==> src/rtl/sbs_pkg.sv <==
package sbs_pkg;
    // Kind of clock, decided from the strobes and the selected flag
    typedef enum logic [1:0] {
        CYC_IDLE  = 2'd0,  // no strobe, part deselected
        CYC_PLOAD = 2'd1,  // processor strobe load
        CYC_CLOAD = 2'd2,  // controller strobe load
        CYC_CONT  = 2'd3   // burst continuation while selected
    } cyc_e;
endpackage

==> src/rtl/sbs_strobe_dec.sv <==
module sbs_strobe_dec
    import sbs_pkg::*;
(
    input  logic proc_strobe_n,
    input  logic ctl_strobe_n,
    input  logic ce_n,
    input  logic ce2_hi,
    input  logic ce2_lo_n,
    input  logic sel_q,
    output cyc_e cyc,
    output logic sel_next,
    output logic access
);
    logic enables_ok;

    always_comb begin
        enables_ok = !ce_n && ce2_hi && !ce2_lo_n;
        if (!proc_strobe_n) begin
            cyc = CYC_PLOAD;
        end else if (!ctl_strobe_n) begin
            cyc = CYC_CLOAD;
        end else if (sel_q) begin
            cyc = CYC_CONT;
        end else begin
            cyc = CYC_IDLE;
        end
        sel_next = (cyc == CYC_PLOAD || cyc == CYC_CLOAD) ? enables_ok : sel_q;
        access   = (cyc == CYC_CONT) ||
                   ((cyc == CYC_PLOAD || cyc == CYC_CLOAD) && enables_ok);
    end
endmodule

==> src/rtl/sbs_burst_addr.sv <==
module sbs_burst_addr
    import sbs_pkg::*;
#(
    parameter int ADDR_W  = 6,
    parameter int BURST_W = 2
) (
    input  cyc_e              cyc,
    input  logic              adv_n,
    input  logic [ADDR_W-1:0] addr_i,
    input  logic [ADDR_W-1:0] addr_q,
    output logic [ADDR_W-1:0] addr_eff
);
    localparam logic [BURST_W-1:0] STEP = BURST_W'(1);

    logic [BURST_W-1:0] low_next;

    always_comb begin
        low_next = addr_q[BURST_W-1:0] + STEP;
        unique case (cyc)
            CYC_PLOAD, CYC_CLOAD: addr_eff = addr_i;
            CYC_CONT: begin
                if (adv_n) begin
                    addr_eff = addr_q;
                end else begin
                    addr_eff = {addr_q[ADDR_W-1:BURST_W], low_next};
                end
            end
            default: addr_eff = addr_q;
        endcase
    end
endmodule

==> src/rtl/sbs_lane_qual.sv <==
module sbs_lane_qual
    import sbs_pkg::*;
#(
    parameter int LANES = 4
) (
    input  cyc_e             cyc,
    input  logic             sel_next,
    input  logic             gw_n,
    input  logic             bwe_n,
    input  logic [LANES-1:0] bw_n,
    input  logic             oe_n,
    output logic [LANES-1:0] lane_we
);
    logic             permit;
    logic [LANES-1:0] req;

    always_comb begin
        permit = oe_n && ((cyc == CYC_CONT) || (cyc == CYC_CLOAD && sel_next));
        if (!gw_n) begin
            req = '1;
        end else if (!bwe_n) begin
            req = ~bw_n;
        end else begin
            req = '0;
        end
        lane_we = permit ? req : '0;
    end
endmodule

==> src/rtl/sbs_array.sv <==
module sbs_array #(
    parameter int ADDR_W = 6,
    parameter int LANES  = 4,
    parameter int LANE_W = 8
) (
    input  logic                     clk,
    input  logic                     rst_n,
    input  logic [ADDR_W-1:0]        addr,
    input  logic [LANES-1:0]         lane_we,
    input  logic                     rd_en,
    input  logic [LANES*LANE_W-1:0]  wdata,
    output logic [LANES*LANE_W-1:0]  rdata
);
    localparam int DEPTH = 1 << ADDR_W;

    for (genvar l = 0; l < LANES; l++) begin : g_lane
        logic [LANE_W-1:0] mem_q [DEPTH];
        logic [LANE_W-1:0] rd_q;

        always_ff @(posedge clk or negedge rst_n) begin
            if (!rst_n) begin
                for (int w = 0; w < DEPTH; w++) begin
                    mem_q[w] <= '0;
                end
                rd_q <= '0;
            end else begin
                if (rd_en) begin
                    rd_q <= mem_q[addr];
                end
                if (lane_we[l]) begin
                    mem_q[addr] <= wdata[l*LANE_W +: LANE_W];
                end
            end
        end

        assign rdata[l*LANE_W +: LANE_W] = rd_q;
    end
endmodule

==> src/rtl/sburst_sram_ctrl.sv <==
module sburst_sram_ctrl
    import sbs_pkg::*;
#(
    parameter int ADDR_W  = 6,
    parameter int LANES   = 4,
    parameter int LANE_W  = 8,
    parameter int BURST_W = 2
) (
    input  logic                    clk,
    input  logic                    rst_n,
    input  logic [ADDR_W-1:0]       addr_i,
    input  logic                    proc_strobe_n,
    input  logic                    ctl_strobe_n,
    input  logic                    ce_n,
    input  logic                    ce2_hi,
    input  logic                    ce2_lo_n,
    input  logic                    adv_n,
    input  logic                    gw_n,
    input  logic                    bwe_n,
    input  logic [LANES-1:0]        bw_n,
    input  logic                    oe_n,
    input  logic [LANES*LANE_W-1:0] wdata_i,
    output logic [LANES*LANE_W-1:0] rdata_o,
    output logic                    rdata_oe
);
    localparam int DATA_W = LANES * LANE_W;

    typedef struct packed {
        logic              sel;
        logic [ADDR_W-1:0] addr;
    } state_t;

    state_t              st_d, st_q;
    cyc_e                cyc;
    logic                sel_next;
    logic                access;
    logic [ADDR_W-1:0]   addr_eff;
    logic [LANES-1:0]    lane_we;
    logic [DATA_W-1:0]   arr_rdata;

    sbs_strobe_dec u_dec (
        .proc_strobe_n (proc_strobe_n),
        .ctl_strobe_n  (ctl_strobe_n),
        .ce_n          (ce_n),
        .ce2_hi        (ce2_hi),
        .ce2_lo_n      (ce2_lo_n),
        .sel_q         (st_q.sel),
        .cyc           (cyc),
        .sel_next      (sel_next),
        .access        (access)
    );

    sbs_burst_addr #(.ADDR_W(ADDR_W), .BURST_W(BURST_W)) u_addr (
        .cyc      (cyc),
        .adv_n    (adv_n),
        .addr_i   (addr_i),
        .addr_q   (st_q.addr),
        .addr_eff (addr_eff)
    );

    sbs_lane_qual #(.LANES(LANES)) u_qual (
        .cyc      (cyc),
        .sel_next (sel_next),
        .gw_n     (gw_n),
        .bwe_n    (bwe_n),
        .bw_n     (bw_n),
        .oe_n     (oe_n),
        .lane_we  (lane_we)
    );

    sbs_array #(.ADDR_W(ADDR_W), .LANES(LANES), .LANE_W(LANE_W)) u_array (
        .clk     (clk),
        .rst_n   (rst_n),
        .addr    (addr_eff),
        .lane_we (lane_we),
        .rd_en   (access),
        .wdata   (wdata_i),
        .rdata   (arr_rdata)
    );

    always_comb begin
        st_d     = st_q;
        st_d.sel = sel_next;
        if (cyc != CYC_IDLE) begin
            st_d.addr = addr_eff;
        end
    end

    always_ff @(posedge clk or negedge rst_n) begin
        if (!rst_n) begin
            st_q <= '0;
        end else begin
            st_q <= st_d;
        end
    end

    always_comb begin
        rdata_oe = !oe_n && st_q.sel;
        rdata_o  = rdata_oe ? arr_rdata : '0;
    end
endmodule

==> config.mk <==
export PLATFORM = sky130hd
export DESIGN_NAME = sburst_sram_ctrl
export DESIGN_NICKNAME = d
export VERILOG_FILES = /design/src/rtl/sbs_pkg.sv /design/src/rtl/sbs_strobe_dec.sv /design/src/rtl/sbs_burst_addr.sv /design/src/rtl/sbs_lane_qual.sv /design/src/rtl/sbs_array.sv /design/src/rtl/sburst_sram_ctrl.sv
export SDC_FILE = /design/constraint.sdc
export NUM_CORES = 2
export LEC_CHECK = 0
export ABC_CLOCK_PERIOD_IN_PS = 6900
export BUFFER_PORTS_ARGS = -buffer_cell sky130_fd_sc_hd__buf_2
export CAP_MARGIN = 20
export CORE_MARGIN = 1
export CORE_UTILIZATION = 68
export CTS_BUF_LIST = sky130_fd_sc_hd__clkbuf_4 sky130_fd_sc_hd__clkbuf_8 sky130_fd_sc_hd__clkbuf_16
export DETAILED_ROUTE_END_ITERATION = 6
export PLACE_DENSITY = 0.95
export SLEW_MARGIN = 20
export SYNTH_ARGS = -nofsm -noshare
export SYNTH_HDL_FRONTEND = slang
export SYNTH_SLANG_ARGS = --single-unit
==> constraint.sdc <==
create_clock -name clk -period 6.9 [get_ports clk]
set_input_delay 0.69 -clock clk [delete_from_list [all_inputs] [get_ports clk]]
set_output_delay 0.69 -clock clk [all_outputs]
set_load 0.005 [all_outputs]
==> impl_metrics.csv <==
group,metric,value,unit
run_status,status,"complete, but fails checks",
run_status,failed_checks,"design-rule violations",
global_routing,grt_start_max_net_pins,202,
routing,dr.first_iter.drc_count,11333,
sta,fin_tns_setup,0,ns
floorplan,io_pins,86,
synthesis,synth_ff_type,"dfrtp_1",
floorplan,die_y,377.4,um
layout,drive_gt1_share,38.20,%
run,drv_cap,0,
clock_network,numCtsBuffers,197,
global_routing,grt_pass1_wl,466.4,mm
synthesis,synth_top_area_share,54.51,%
power_and_ir_drop,power,30.26,mW
synthesis,synth_area_leaders,"dfrtp_1, mux2_2, mux2i_1, nand2_1, o22ai_1",
clock_network,cts_root_buf,"clkbuf_16",
floorplan,dieArea,142400,sq um
placed_design,place_inst,8865,
clock_network,clk_pin_slew,0.07,ns
synthesis,synth_nets,7368,
global_routing,gr-total-overflow,0,
placed_design,gp_congestion,0.9332,
synthesis,yosysWarnings,0,
placed_design,numPortBuffers,85,
sta,hold_viol_final,0,
synthesis,ys_async_sr_fraction,100.0,%
critical_path,crit_buf_inv,1,
synthesis,synth_edf_count,0,
synthesis,synthCells,7311,
power_and_ir_drop,cellLeakagePower,52.35,nW
clock_network,h-tree-depth,4,
critical_path,cpPeakStageDelay,0.91,ns
sta,whs,0.2438,ns
sta,rsz0062_at_grt,"no",
synthesis,syn_avg_cell_area,13.10,sq um
routing,dr_total_vias,70576,
layout,stdcell_count,9246,
sta,fin_crit,6.172,ns
sta,setup_violations,0,
critical_path,arrival,6.94,ns
global_routing,antenna_found_initial,29,
critical_path,crit_chain,"o21ai_0 > ha_1 > nor2b_1 > a22o_1 > nand3_1 > buf_4 > nor2_1 > nand2_1 > mux2_2",
sta,clock.fmax,162.0,MHz
routing,drcViolationCount,3,
routing,routed_wirelength,313.0,mm
critical_path,crit_family,"simple AND/OR/NAND/NOR gates",
synthesis,synth_top_area_cell,"dfrtp_1",
routing,antenna_left,0,
sta,slew-limit-headroom,4.732,%
layout,utilization,75.02,%
sta,fin_skew,0.07070,ns
critical_path,endpoint_kind,"flip-flop",
power_and_ir_drop,p_per_area,288.7,nW/um^2
routing,firstDrtPassIters,7,
placed_design,place_ws,1.254,ns
floorplan,die_w,377.4,um
clock_network,cts_tree,"built",
critical_path,cp-start-kind,"flip-flop",
layout,design_area,104800,sq um
critical_path,worst_ep_required_time,7.67,ns
synthesis,synth_cell_types,60,
global_routing,grt_pass1_vias,73310,
synthesis,ys_ff_latch,2087,
global_routing,track_usage,44.00,%
sta,finalCritPeriodShare,89.44,%
clock_network,cts_num_sinks,2087,
clock_network,clockBufferDepth,3,
critical_path,crit_path_max_fanout,9,
placed_design,placedInstanceArea,97860,sq um
sta,worst_pin_slew,1.428,ns
floorplan,initial_core_util,68.58,%
floorplan,core-area,139700,sq um
critical_path,worst_path_max_delay_cell,"nor2_1",
worst_hold_path,hold_path_class,"in -> reg",
power_and_ir_drop,ir_worst_vdd,0.3352,mV
layout,syn2layout_area_growth,9.391,%
synthesis,synth.cell_area,95810,sq um
routing,viasPerCell,7.633,
layout,nets,7250,
routing,wl_per_cell,33.85,um
clock_network,insertion_delay,0.93,ns
sta,slew_violations,0,
floorplan,placementRows,137,
placed_design,hpwlAfterDp,169.4,mm
clock_network,post_cts_buffers,0,
critical_path,crit_type,"reg -> reg",
synthesis,ys_seq_area_share,54.51,%
sta,setup_ws,0.7284,ns
## worst register-to-register path, cell delays in order, from the launching register on
cell and delay (ns):
dfrtp_1 0.41, o21ai_0 0.40, ha_1 0.38, nor2b_1 0.89, a22o_1 0.74, nand3_1 0.82
buf_4 0.49, nor2_1 0.92, nand2_1 0.59, mux2_2 0.46
## power breakdown
part / total [mW] / switching, mW / leakage, nW / internal (mW)
registers: 13.6 / 0.585 / 28.9 / 13.1
clock network: 11.5 / 4.97 / 3.44 / 6.57
logic: 5.08 / 3.42 / 20.0 / 1.66
## cell families (layout without fill, tap and decap cells)
kind of cell	count (synthesis)	in the layout	synth area share, %
flip-flops	2087	2087	54.51
AO/OA/AOI/OAI	833	833	5.563
AND/OR/NAND/NOR	1069	1069	5.383
buffers and inverters	558	597	2.449
multiplexers	2760	2760	32.04
other	0	20	0
adder cells (fa/ha/maj)	4	4	0.05224
## final timing paths
path	slack, ns	startpoint	endpoint	cells after the start
min in group asynchronous	0.39	rst_n	u_array.g_lane[2].mem_q[35]	2
worst min register to register	0.49	u_array.g_lane[0].mem_q[252]	u_array.g_lane[0].mem_q[252]	1
max in group asynchronous	4.43	rst_n	u_array.g_lane[0].mem_q[234]	5
worst max register to register	0.73	st_q[6]	u_array.g_lane[2].mem_q[182]	9
worst max-delay path	0.73	st_q[6]	u_array.g_lane[2].mem_q[182]	9
worst min-delay path	0.24	ce2_lo_n	st_q[6]	3
## placed cells by master (no fill, tap or decap), types with 10 or more instances in the layout
| cell type | instances |
|---|---|
| nand3_2 | 13 |
| o31ai_1 | 40 |
| mux4_2 | 40 |
| nor3_4 | 13 |
| mux2_1 | 64 |
| buf_4 | 123 |
| a21oi_1 | 165 |
| bufinv_16 | 12 |
| buf_2 | 83 |
| o21ai_0 | 132 |
| nand4_1 | 40 |
| clkbuf_16 | 203 |
| nand3_1 | 84 |
| nor2_2 | 94 |
| o32a_1 | 27 |
| o2111ai_1 | 27 |
| and3_1 | 13 |
| nor3_2 | 17 |
| clkbuf_4 | 42 |
| mux2_2 | 1990 |
| a22o_1 | 16 |
| nand2_2 | 10 |
| mux2i_1 | 666 |
| a31oi_1 | 23 |
| nand2_1 | 645 |
| nor2_1 | 45 |
| o22ai_1 | 301 |
| and2_1 | 34 |
| diode_2 | 20 |
| a22oi_1 | 13 |
| buf_12 | 28 |
| clkbuf_8 | 53 |
| nor2_4 | 22 |
| o32ai_1 | 15 |
| nor3_1 | 12 |
| a32oi_1 | 48 |
| dfrtp_1 | 2087 |
| clkinv_2 | 33 |
## routing by layer
| metal | global-route usage, % | wire length (um) | vias up | part of all wire [%] |
|---|---|---|---|---|
| met5 | 0.3087 | 327 | - | 0.10 |
| li1 | - | - | 26293 | - |
| met1 | 52.11 | 102400 | 35212 | 33 |
| met2 | 63.11 | 135400 | 6737 | 43 |
| met4 | 34.35 | 30000 | 30 | 9.6 |
| met3 | 18.89 | 44870 | 2304 | 14 |
## sequential cells by signal (all words and copies together), names as in the netlist
register,count
u_array.g_lane.mem_q,2048
u_array.g_lane.rd_q,32
st_q,7
## cell type report
cell class | instances | area, sq um
clock buffer | 298 | 6125
inverter | 4 | 15.01
fill | 7050 | 34900
tap | 1876 | 2347
multi-input combinational | 4666 | 41400
timing repair buffer | 237 | 1964
clock inverter | 58 | 673.1
antenna | 20 | 50.05
sequential | 2087 | 52230
## cell usage after synthesis, types with 2 or more instances
master,n
nor2_1,51
a31oi_1,23
mux2_1,64
o211ai_1,2
nand3_2,12
and2_1,34
a41oi_1,3
nand4_1,40
o21ai_1,3
nor2b_1,3
o22ai_1,301
nor2_2,96
nand2_1,647
clkbuf_1,310
a32oi_1,48
o31a_1,5
buf_4,13
nor3_4,6
mux4_2,40
inv_1,4
mux2_2,1990
mux2i_1,666
nor3_1,13
o32ai_1,15
nor2_4,14
a22o_1,17
nand2_2,8
buf_1,74
a22oi_2,4
nand3_1,87
a22oi_1,13
nor3_2,23
o32a_1,27
nor4_1,8
nor4_4,4
ha_1,4
o21ai_0,134
o2111ai_1,27
a21oi_1,165
and3_1,13
o31ai_1,40
buf_2,156
dfrtp_1,2087
## repair_timing
action,in CTS,in global routing
hold buffers,1,0
endpoints found under the hold margin,105,0
gates resized for setup,0,0
endpoints found under the setup margin,0,0
No activity file was read; power rests on OpenSTA's default activity.
